### src/rtl/trig_pkg.sv
package trig_pkg;
  localparam int CFG_DLY_LSB = 0;
  localparam int CFG_LVL_LSB = 16;
  localparam int CFG_CH_LSB  = 20;
  localparam int CFG_SER_BIT = 27;
  localparam int CFG_STA_BIT = 31;

  typedef enum logic [1:0] {
    SEL_MASK  = 2'd0,
    SEL_VALUE = 2'd1,
    SEL_CONF  = 2'd2,
    SEL_NONE  = 2'd3
  } cfg_sel_e;
endpackage

### src/rtl/trig_stage.sv
module trig_stage
  import trig_pkg::*;
#(
  parameter int SAMPLE_W = 32,
  parameter int DELAY_W  = 16,
  parameter int LVL_W    = 2,
  localparam int CH_W    = $clog2(SAMPLE_W)
) (
  input  logic                clk,
  input  logic                rst_n,
  input  logic                we,
  input  logic [1:0]          sel,
  input  logic [SAMPLE_W-1:0] wdata,
  input  logic                smp_take,
  input  logic [SAMPLE_W-1:0] smp_data,
  input  logic [LVL_W-1:0]    cur_level,
  input  logic                eval_en,
  output logic                hit,
  output logic [DELAY_W-1:0]  delay_o,
  output logic                start_o
);
  logic [SAMPLE_W-1:0] mask_q, value_q, hist_q, hist_next, word;
  logic [DELAY_W-1:0]  dly_q;
  logic [LVL_W-1:0]    lvl_q;
  logic [CH_W-1:0]     ch_q;
  logic                ser_q, sta_q;

  always_ff @(posedge clk) begin
    if (!rst_n) begin
      mask_q  <= '0;
      value_q <= '0;
      dly_q   <= '0;
      lvl_q   <= '0;
      ch_q    <= '0;
      ser_q   <= 1'b0;
      sta_q   <= 1'b0;
    end else if (we) begin
      case (cfg_sel_e'(sel))
        SEL_MASK:  mask_q  <= wdata;
        SEL_VALUE: value_q <= wdata;
        SEL_CONF: begin
          dly_q <= wdata[CFG_DLY_LSB +: DELAY_W];
          lvl_q <= wdata[CFG_LVL_LSB +: LVL_W];
          ch_q  <= wdata[CFG_CH_LSB +: CH_W];
          ser_q <= wdata[CFG_SER_BIT];
          sta_q <= wdata[CFG_STA_BIT];
        end
        default: ;
      endcase
    end
  end

  assign hist_next = {hist_q[SAMPLE_W-2:0], smp_data[ch_q]};

  always_ff @(posedge clk) begin
    if (!rst_n) hist_q <= '0;
    else if (smp_take) hist_q <= hist_next;
  end

  assign word    = ser_q ? hist_next : smp_data;
  assign hit     = eval_en && smp_take && (lvl_q == cur_level) &&
                   (((word ^ value_q) & mask_q) == '0);
  assign delay_o = dly_q;
  assign start_o = sta_q;

  p_hist_hold_r4: assert property (@(posedge clk) disable iff (!rst_n)
    !smp_take |=> $stable(hist_q));
endmodule

### src/rtl/trig_sequencer.sv
module trig_sequencer #(
  parameter int NUM_STAGES = 4,
  parameter int DELAY_W    = 16,
  parameter int LVL_W      = 2,
  localparam int IDX_W     = (NUM_STAGES > 1) ? $clog2(NUM_STAGES) : 1
) (
  input  logic               clk,
  input  logic               rst_n,
  input  logic               run,
  input  logic               smp_take,
  input  logic               hit   [NUM_STAGES],
  input  logic [DELAY_W-1:0] dly   [NUM_STAGES],
  input  logic               start [NUM_STAGES],
  output logic               eval_en,
  output logic [LVL_W-1:0]   level,
  output logic               armed,
  output logic               cap_start
);
  logic               pend_q, pend_start_q;
  logic [DELAY_W-1:0] cnt_q;
  logic [IDX_W-1:0]   win;
  logic               any_hit, fire_now, fire_pend, fire, fire_start;

  always_comb begin
    any_hit = 1'b0;
    win     = '0;
    for (int i = NUM_STAGES - 1; i >= 0; i--) begin
      if (hit[i]) begin
        any_hit = 1'b1;
        win     = IDX_W'(i);
      end
    end
  end

  assign eval_en    = armed && !pend_q;
  assign fire_now   = any_hit && (dly[win] == '0);
  assign fire_pend  = pend_q && smp_take && (cnt_q == DELAY_W'(1));
  assign fire       = fire_now || fire_pend;
  assign fire_start = fire_pend ? pend_start_q : start[win];

  always_ff @(posedge clk) begin
    if (!rst_n) begin
      armed        <= 1'b0;
      level        <= '0;
      cap_start    <= 1'b0;
      pend_q       <= 1'b0;
      pend_start_q <= 1'b0;
      cnt_q        <= '0;
    end else if (run) begin
      armed     <= 1'b1;
      level     <= '0;
      cap_start <= 1'b0;
      pend_q    <= 1'b0;
    end else begin
      cap_start <= 1'b0;
      if (fire) begin
        if (level != '1) level <= level + 1'b1;
        if (fire_start) begin
          cap_start <= 1'b1;
          armed     <= 1'b0;
        end
      end
      if (any_hit && !fire_now) begin
        pend_q       <= 1'b1;
        cnt_q        <= dly[win];
        pend_start_q <= start[win];
      end else if (fire_pend) begin
        pend_q <= 1'b0;
      end else if (pend_q && smp_take) begin
        cnt_q <= cnt_q - 1'b1;
      end
    end
  end

  p_single_pulse_r9: assert property (@(posedge clk) disable iff (!rst_n)
    cap_start |=> !cap_start);
  p_disarm_on_start_r9: assert property (@(posedge clk) disable iff (!rst_n)
    cap_start |-> !armed);
  p_level_step_r8: assert property (@(posedge clk) disable iff (!rst_n)
    !run |=> (level == $past(level)) || (level == $past(level) + 1'b1));
  p_idle_hold_r12: assert property (@(posedge clk) disable iff (!rst_n)
    (!run && !smp_take) |=> ($stable(level) && !cap_start));
  p_run_clears_r2: assert property (@(posedge clk) disable iff (!rst_n)
    run |=> (level == '0) && armed);
  p_no_fire_disarmed_r5: assert property (@(posedge clk) disable iff (!rst_n)
    (!armed && !run) |=> !cap_start);
endmodule

### src/rtl/sample_trigger.sv
module sample_trigger #(
  parameter int SAMPLE_W   = 32,
  parameter int NUM_STAGES = 4,
  parameter int DELAY_W    = 16,
  localparam int LVL_W     = $clog2(NUM_STAGES),
  localparam int STG_W     = $clog2(NUM_STAGES)
) (
  input  logic                clk,
  input  logic                rst_n,
  input  logic                run,
  input  logic                cfg_we,
  input  logic [STG_W-1:0]    cfg_stage,
  input  logic [1:0]          cfg_sel,
  input  logic [SAMPLE_W-1:0] cfg_wdata,
  input  logic                smp_valid,
  output logic                smp_ready,
  input  logic [SAMPLE_W-1:0] smp_data,
  output logic                armed,
  output logic [LVL_W-1:0]    level,
  output logic                cap_start
);
  logic               hit   [NUM_STAGES];
  logic [DELAY_W-1:0] dly   [NUM_STAGES];
  logic               start [NUM_STAGES];
  logic               eval_en;
  logic               smp_take;

  assign smp_ready = 1'b1;
  assign smp_take  = smp_valid && smp_ready;

  for (genvar g = 0; g < NUM_STAGES; g++) begin : g_stage
    trig_stage #(
      .SAMPLE_W (SAMPLE_W),
      .DELAY_W  (DELAY_W),
      .LVL_W    (LVL_W)
    ) u_stage (
      .clk       (clk),
      .rst_n     (rst_n),
      .we        (cfg_we && (cfg_stage == STG_W'(g))),
      .sel       (cfg_sel),
      .wdata     (cfg_wdata),
      .smp_take  (smp_take),
      .smp_data  (smp_data),
      .cur_level (level),
      .eval_en   (eval_en),
      .hit       (hit[g]),
      .delay_o   (dly[g]),
      .start_o   (start[g])
    );
  end

  trig_sequencer #(
    .NUM_STAGES (NUM_STAGES),
    .DELAY_W    (DELAY_W),
    .LVL_W      (LVL_W)
  ) u_seq (
    .clk       (clk),
    .rst_n     (rst_n),
    .run       (run),
    .smp_take  (smp_take),
    .hit       (hit),
    .dly       (dly),
    .start     (start),
    .eval_en   (eval_en),
    .level     (level),
    .armed     (armed),
    .cap_start (cap_start)
  );
endmodule

### config.mk
export PLATFORM = sky130hd
export DESIGN_NAME = sample_trigger
export DESIGN_NICKNAME = d
export VERILOG_FILES = /design/src/rtl/trig_pkg.sv /design/src/rtl/trig_stage.sv /design/src/rtl/trig_sequencer.sv /design/src/rtl/sample_trigger.sv
export SDC_FILE = /design/constraint.sdc
export NUM_CORES = 1
export LEC_CHECK = 0
export CAP_MARGIN = 20
export CELL_PAD_IN_SITES_DETAIL_PLACEMENT = 0
export CELL_PAD_IN_SITES_GLOBAL_PLACEMENT = 1
export CORE_MARGIN = 2
export CORE_UTILIZATION = 50
export CTS_BUF_LIST = sky130_fd_sc_hd__clkbuf_2
export DETAILED_ROUTE_END_ITERATION = 10
export DONT_BUFFER_PORTS = 1
export PLACE_DENSITY = 0.79
export SLEW_MARGIN = 20
export SYNTH_ARGS = -nofsm -noshare
export SYNTH_HDL_FRONTEND = slang
export SYNTH_SLANG_ARGS = --single-unit
### constraint.sdc
create_clock -name clk -period 4.3 [get_ports clk]
set_input_delay 0.215 -clock clk [delete_from_list [all_inputs] [get_ports clk]]
set_output_delay 0.215 -clock clk [all_outputs]
set_load 0.02 [all_outputs]
Word level (Yosys, flattened, before mapping)
Cells that the tools add are included.
Widths: inputs -> output; s select.
- input port bits: 73
- flip-flop bits (word level): 502
- output and inout bits: 5
- equality and inequality tests: 12
- order comparisons: 5
- multiplexer cells: 36
- reduce and logical (&&, ||, !) cells: 50
- bitwise logic cells: 12
- $add $sub $neg: 2
- operators by type and width (operator ; number):
    $and 32x32->32 ; 4
    $logic_not 32->1 ; 4
    $mux 32 ; 4
    $xor 32x32->32 ; 4
    $mux 16 ; 5
    $bmux 16 s2 ; 1
    $reduce_and 2->1 ; 15
    $lt 5x6->1 const B ; 4
    $bmux 1 s5 ; 4
    $logic_and 1x1->1 ; 18
    $mux 1 ; 17
    $eq 16x1->1 const B ; 1
    $logic_not 16->1 ; 1
    $sub 16x1->16 const B ; 1
    $eq 2x2->1 ; 4
    $mux 2 ; 4
    $reduce_bool 2->1 ; 4
    $eq 2x2->1 const B ; 3
    $eq 2x1->1 const B ; 2
    $logic_not 2->1 ; 2
    $ne 2x2->1 const B ; 2
    $ge 3x3->1 const B ; 1
    $not 1->1 ; 3
    $not 2->3 ; 1
    other kinds (7) ; 8

Logic depth before layout (Yosys ltp)
- word-level depth: 21
- gate-level depth with buffers: 20
- mapped depth without buffers: 15

Modules after synthesis
Synthesis repeated with hierarchy kept, for this count alone.
- cell total of the unflattened synthesis: 2825
- area, all modules: 23704.0 sq um
- modules (own cells, without submodules) (module ; area each (sq um) ; times used ; cells each):
    trig_stage ; 5348.9 ; 4 ; 629
    trig_sequencer ; 2259.7 ; 1 ; 303
    sample_trigger ; 48.8 ; 1 ; 6

Worst setup path before layout
OpenSTA, ideal clock, no wires.
- path type: register to register
- start point: register g_stage[2].u_stage.ch_q[1]
- end point: register u_seq.cnt_q[2]
- arrival: 3812 ps
- stages on the path, launching flop included: 18
- setup slack: 409 ps
- clock period less this slack: 3891 ps
- path through: dfxtp_1 -> buf_2 -> buf_2 -> mux2i_1 -> a22oi_1 -> nand3_1 -> nand2_1 -> or3_1 -> and3_1 -> nor3_1 -> o221ai_1 -> or4_4 -> o41ai_4 -> nand4_2 -> or2_1 -> buf_6 -> and3_1 -> a211oi_2
- longest elaborated chain between the ends: 20
- elaborated cells between the ends (all ways): 25
- those cells by class: eq/ne: 1; mux: 13; bitwise: 3; reduce/logical: 8
- RTL lines (element ; line ; source):
    from (decl) ; trig_stage.sv:25 ; logic [CH_W-1:0] ch_q;
    from (signal assigned) ; trig_stage.sv:44 ; ch_q <= wdata[CFG_CH_LSB +: CH_W];
    $bmux 1 s5 (*) ; trig_stage.sv:53 ; assign hist_next = {hist_q[SAMPLE_W-2:0], smp_data[ch_q]};
    $mux 1 (not written as such) (*) ; trig_stage.sv:53 ;
    $mux 32 (*) ; trig_stage.sv:60 ; assign word = ser_q ? hist_next : smp_data;
    $xor 32x32->32 (*) ; trig_stage.sv:62 ; (((word ^ value_q) & mask_q) == '0);
    $and 32x32->32 (*) ; trig_stage.sv:62 ;
    $logic_not 32->1 (*) ; trig_stage.sv:62 ;
    $logic_and 1x1->1 (*) ; trig_stage.sv:61 ; assign hit = eval_en && smp_take && (lvl_q == cur_level) &&
    $mux 2 (3 in a row) ; trig_sequencer.sv:28 ; if (hit[i]) begin
    $not 2->3 (not written as such) ; trig_sequencer.sv:36, trig_sequencer.sv:65 ;
    $bmux 16 s2 ; trig_sequencer.sv:36, trig_sequencer.sv:65 ;
    $mux 16 (not written as such) (2 in a row) ; trig_sequencer.sv:36, trig_sequencer.sv:65 ;
    $logic_not 16->1 ; trig_sequencer.sv:36 ; assign fire_now = any_hit && (dly[win] == '0);
    $logic_and 1x1->1 ; trig_sequencer.sv:36 ;
    $logic_not 1->1 ; trig_sequencer.sv:63 ; if (any_hit && !fire_now) begin
    $logic_and 1x1->1 ; trig_sequencer.sv:63 ;
    $ne 2x2->1 (no source line) / $reduce_bool 2->1 (equally long branches) ; n/a ;
    $reduce_and 3->1 (no source line) ; n/a ;
    to (signal assigned) ; trig_sequencer.sv:65 ; cnt_q <= dly[win];
    to (signal assigned) ; trig_sequencer.sv:70 ; cnt_q <= cnt_q - 1'b1;
    to (decl) ; trig_sequencer.sv:20 ; logic [DELAY_W-1:0] cnt_q;
Mark *: on every way between the ends. The rest lies on a longest branch, timed or not. The select of a mux whose other input is x is not followed.
A chain may end at the register's enable or synchronous reset.

Worst setup path in the final report
- start point: register g_stage[3].u_stage.ser_q
- end point: register u_seq.cnt_q[11]
- longest elaborated chain between the ends: 19
- elaborated cells between the ends (all ways): 25
- those cells by class: eq/ne: 1; mux: 13; bitwise: 3; reduce/logical: 8
- RTL lines (element ; line ; source):
    from (decl) ; trig_stage.sv:26 ; logic ser_q, sta_q;
    from (signal assigned) ; trig_stage.sv:45 ; ser_q <= wdata[CFG_SER_BIT];
    $mux 32 (*) ; trig_stage.sv:60 ;
    $xor 32x32->32 (*) ; trig_stage.sv:62 ;
    $and 32x32->32 (*) ; trig_stage.sv:62 ;
    $logic_not 32->1 (*) ; trig_stage.sv:62 ;
    $logic_and 1x1->1 (*) ; trig_stage.sv:61 ;
    $mux 2 (4 in a row) ; trig_sequencer.sv:28 ;
    $not 2->3 (not written as such) ; trig_sequencer.sv:36, trig_sequencer.sv:65 ;
    $bmux 16 s2 ; trig_sequencer.sv:36, trig_sequencer.sv:65 ;
    $mux 16 (not written as such) (2 in a row) ; trig_sequencer.sv:36, trig_sequencer.sv:65 ;
    $logic_not 16->1 ; trig_sequencer.sv:36 ;
    $logic_and 1x1->1 ; trig_sequencer.sv:36 ;
    $logic_not 1->1 ; trig_sequencer.sv:63 ;
    $logic_and 1x1->1 ; trig_sequencer.sv:63 ;
    $ne 2x2->1 (no source line) / $reduce_bool 2->1 (equally long branches) ; n/a ;
    $reduce_and 3->1 (no source line) ; n/a ;
Marked as above.

==> flow_summary.ini <==
[status]
status = finished, final reports clean

[sta]
min_period_over_period = 0.993
fmax_mhz = 234
worst_pin_slew_ns = 1.31
clock_skew_ns = 0.0751
grt_setup_unrepaired = yes
min_period_ns = 4.27
finalSetupViolCount = 0
hold_viol = 0
slew_violations = 0
slew_headroom = 0.126

[die]
initial_core_util = 0.504
coreArea_sq_mm = 0.0486
ioPinCount = 78
die_height_um = 225
rows = 81
fp.dieW_um = 225
dieArea_sq_mm = 0.0508

[setup_path]
path_buf_inv = 3
crit_top_cell = buf_4
r2r_slack_ns = 0.03
worstSetupEndpointType = register
crit_slowest_cell = or4_4
r2r_end = u_seq.cnt_q[11]
worstPathArrival_ns = 5.50
reg2reg_depth = 17
reg2reg_from = g_stage[3].u_stage.ser_q
crit_chain = buf_4 -> mux2i_1 -> xnor2_1 -> a22oi_1 -> nand4_1 -> nor2_1 -> buf_4 -> nand4b_1 -> nand2b_1 -> o221a_1 -> or4_4 -> o41ai_4 -> nand4_4 -> o21ai_4 -> buf_12 -> o211ai_1 -> o2111a_1
startpoint_type = register
cp_max_fo = 10
crit_family = simple AND/OR/NAND/NOR gates
max_stage_delay_ns = 0.50
critPathRequiredTime_ns = 5.54
critical_path_class = reg -> reg

[clocking]
htree_levels = 4
clock_latency_ns = 1.39
cts.sinks = 502
cts_max_path_buffers = 3
cts_tree = built
cts_inserted_buffers = 141
cts_root_buf = clkbuf_2
clk_pin_slew_ns = 0.09

[yosys]
postSynthCellCount = 3093
avgSynthCellArea_sq_um = 7.93
async_flop_share = 0
yosysWarnings = 0
synth_flop_cell = dfxtp_1
ys_ff_latch = 502
yosys-top-cells-area = dfxtp_1 41%, mux2i_1 15%, nand2_1 13%, a21oi_1 8.1%, clkbuf_1 2.9%
syn_nets = 3169
seq_area_frac_synth = 0.410
synth_top_area_cell = dfxtp_1
synth-edff-count = 0
netlist.area_leader.share = 0.410
ys_types = 74
netlist_area_sq_mm = 0.0245

[min_path]
worstHoldStart = smp_valid
whs_endpoint = g_stage[2].u_stage.hist_q[23]
hp-class = in -> reg
min_path_cells = 4

[global_route]
grt_pass1_wl_mm = 141
overflow = 0
grt_pass1_vias = 22700
grt_max_degree = 158
antenna_found_initial = 12
grtUsageTotal = 0.376

[final_layout]
drive_above_1_share = 0.139
fillers = 4474
nets = 3363
area_growth_pct = 18.7
stdcell_count = 4021
post-route-util = 0.598
final_area_sq_mm = 0.0291

[power_and_ir_drop]
leakage_nw = 10.3
p_per_area_mw_per_mm2 = 331
ir_drop_mv = 0.202

[place]
port_buffers = 0
placed_cell_area_sq_mm = 0.0253
place_congestion = 0.960
hpwl_mm = 57.5
dp_cells = 3586

[route]
first_pass_iters = 8
ant_nets = 0
wire_per_inst_um = 23.9
totalWireLength_mm = 96.1
num_vias = 23800
viasPerCell = 5.93
drt_iter0_drc = 2422
drc = 0

[flow_run]
drv_cap = 0
-- how the worst max path moves through the flow --
stage	start	end	depth (start not counted)
6_report	g_stage[3].u_stage.ser_q	u_seq.cnt_q[11]	17
3_3_place_gp	g_stage[2].u_stage.ser_q	u_seq.cnt_q[13]	17
2_1_floorplan	g_stage[2].u_stage.ch_q[1]	u_seq.cnt_q[2]	17
3_5_place_dp	g_stage[1].u_stage.ser_q	u_seq.cnt_q[2]	17
5_1_grt	g_stage[3].u_stage.ser_q	u_seq.cnt_q[6]	14
4_1_cts	g_stage[2].u_stage.ser_q	u_seq.cnt_q[8]	17
-- power breakdown --
| group | internal (W) | switching (W) | leakage, nW |
|---|---|---|---|
| clock | 0.00144 | 0.00212 | 0.951 |
| sequential | 0.00471 | 0.0000622 | 4.06 |
| combinational | 0.000522 | 0.000780 | 5.25 |
-- sequential cells by signal, indices dropped and copies added, names as in the netlist, 4 cells and up --
name / count
g_stage.u_stage.delay_o: 64
g_stage.u_stage.value_q: 128
g_stage.u_stage.ser_q: 4
g_stage.u_stage.start_o: 4
g_stage.u_stage.lvl_q: 8
u_seq.cnt_q: 16
g_stage.u_stage.mask_q: 128
g_stage.u_stage.hist_q: 124
g_stage.u_stage.ch_q: 20
-- synthesized netlist by cell type, types with 6 or more instances --
library cell and n:
nand3_1 38, o211ai_1 12, nor3_1 19, o21ai_0 15
and3_1 15, buf_1 13, a22oi_1 49, nor4_1 27
o2bb2ai_1 6, and2_1 8, xnor2_1 61, or3_1 6
or2_2 6, clkbuf_2 7, buf_2 15, mux2i_1 378
xor2_1 8, nor2_1 178, buf_6 12, a21oi_1 396
nand2_1 871, inv_1 23, nand4_1 28, clkbuf_1 192
a211oi_1 12, nor2b_1 13, a2111oi_0 14, a31oi_1 7
o221ai_1 10, nand2b_1 80, nor3b_1 7, dfxtp_1 502
-- placed cells by master (no fill, tap or decap), types with 10 or more instances in the layout --
cell and n:
a211oi_1 10, a2111oi_2 10, nor3_1 10, mux2i_1 346
clkinv_1 23, nand2b_1 79, dlygate4sd3_1 158, buf_12 20
o211ai_1 12, xnor2_1 59, nand3_1 35, buf_4 101
and3_1 14, o21ai_0 15, nor2_1 169, inv_1 22
a22oi_1 47, nand2_1 869, nor2b_1 13, nor4_1 17
a21oi_1 394, clkbuf_2 204, mux2i_2 23, dfxtp_1 498
diode_2 15, nand4_1 28
-- cells by family after synthesis --
family                     after synthesis  share of synthesized area
AOI/OAI and AO/OA                      557                      0.134
DFF                                    502                      0.410
xor gates and xnor gates                69                     0.0246
and+or+nand+nor                       1315                      0.228
buffers and inverters                  265                     0.0458
adders and majority gates                3                    0.00153
muxes                                  381                      0.157
other                                    1                   0.000153
-- layout make-up --
class / count / area (sq um) / share of cell area
Timing Repair Buffer: 293 / 2960 / 0.102
Antenna cell: 15 / 37.5 / 0.00129
Clock buffer: 204 / 1020 / 0.0351
Clock inverter: 36 / 231 / 0.00795
Sequential cell: 502 / 10100 / 0.346
Multi-Input combinational cell: 2326 / 13900 / 0.478
Inverter: 23 / 93.8 / 0.00322
Tap cell: 622 / 778 / 0.0267
-- worst min-delay path, delay by kind of cell --
family / cells / cell delay, ns
buffers and inverters: 2 / 0.86
multiplexers: 1 / 0.20
AND/OR/NAND/NOR: 1 / 0.08
-- per-stage QoR --
step / TNS, ns / worst slack, ns / total power [W] / hold WS, ns
2_1_floorplan: 0 / 0.409 / 0.00559 / 0.351
3_3_place_gp: -4.73 / -0.326 / 0.00578 / 0.316
3_5_place_dp: -5.40 / -0.360 / 0.00579 / 0.322
4_1_cts: 0 / 0.000673 / 0.00959 / 0.00101
5_1_grt: -1.12 / -0.111 / 0.0100 / 0.0581
6_report: 0 / 0.0313 / 0.00964 / 0.0901
-- repair_timing --
item,in CTS,in global routing
buffers inserted,1,8
resized for setup,32,85
pin swaps,5,21
cloned,1,2
hold buffers,162,4
endpoints found under the setup margin,22,22
hold endpoints to repair,502,11
-- per-layer routing --
metal,wire (um),up-vias,GRT usage
met3,10300,284,0.106
met1,39000,11300,0.485
met4,4970,4,0.200
met5,25,-,0
li1,-,11000,-
met2,41800,1215,0.569
Note: power is estimated with default switching activity, not from simulation.
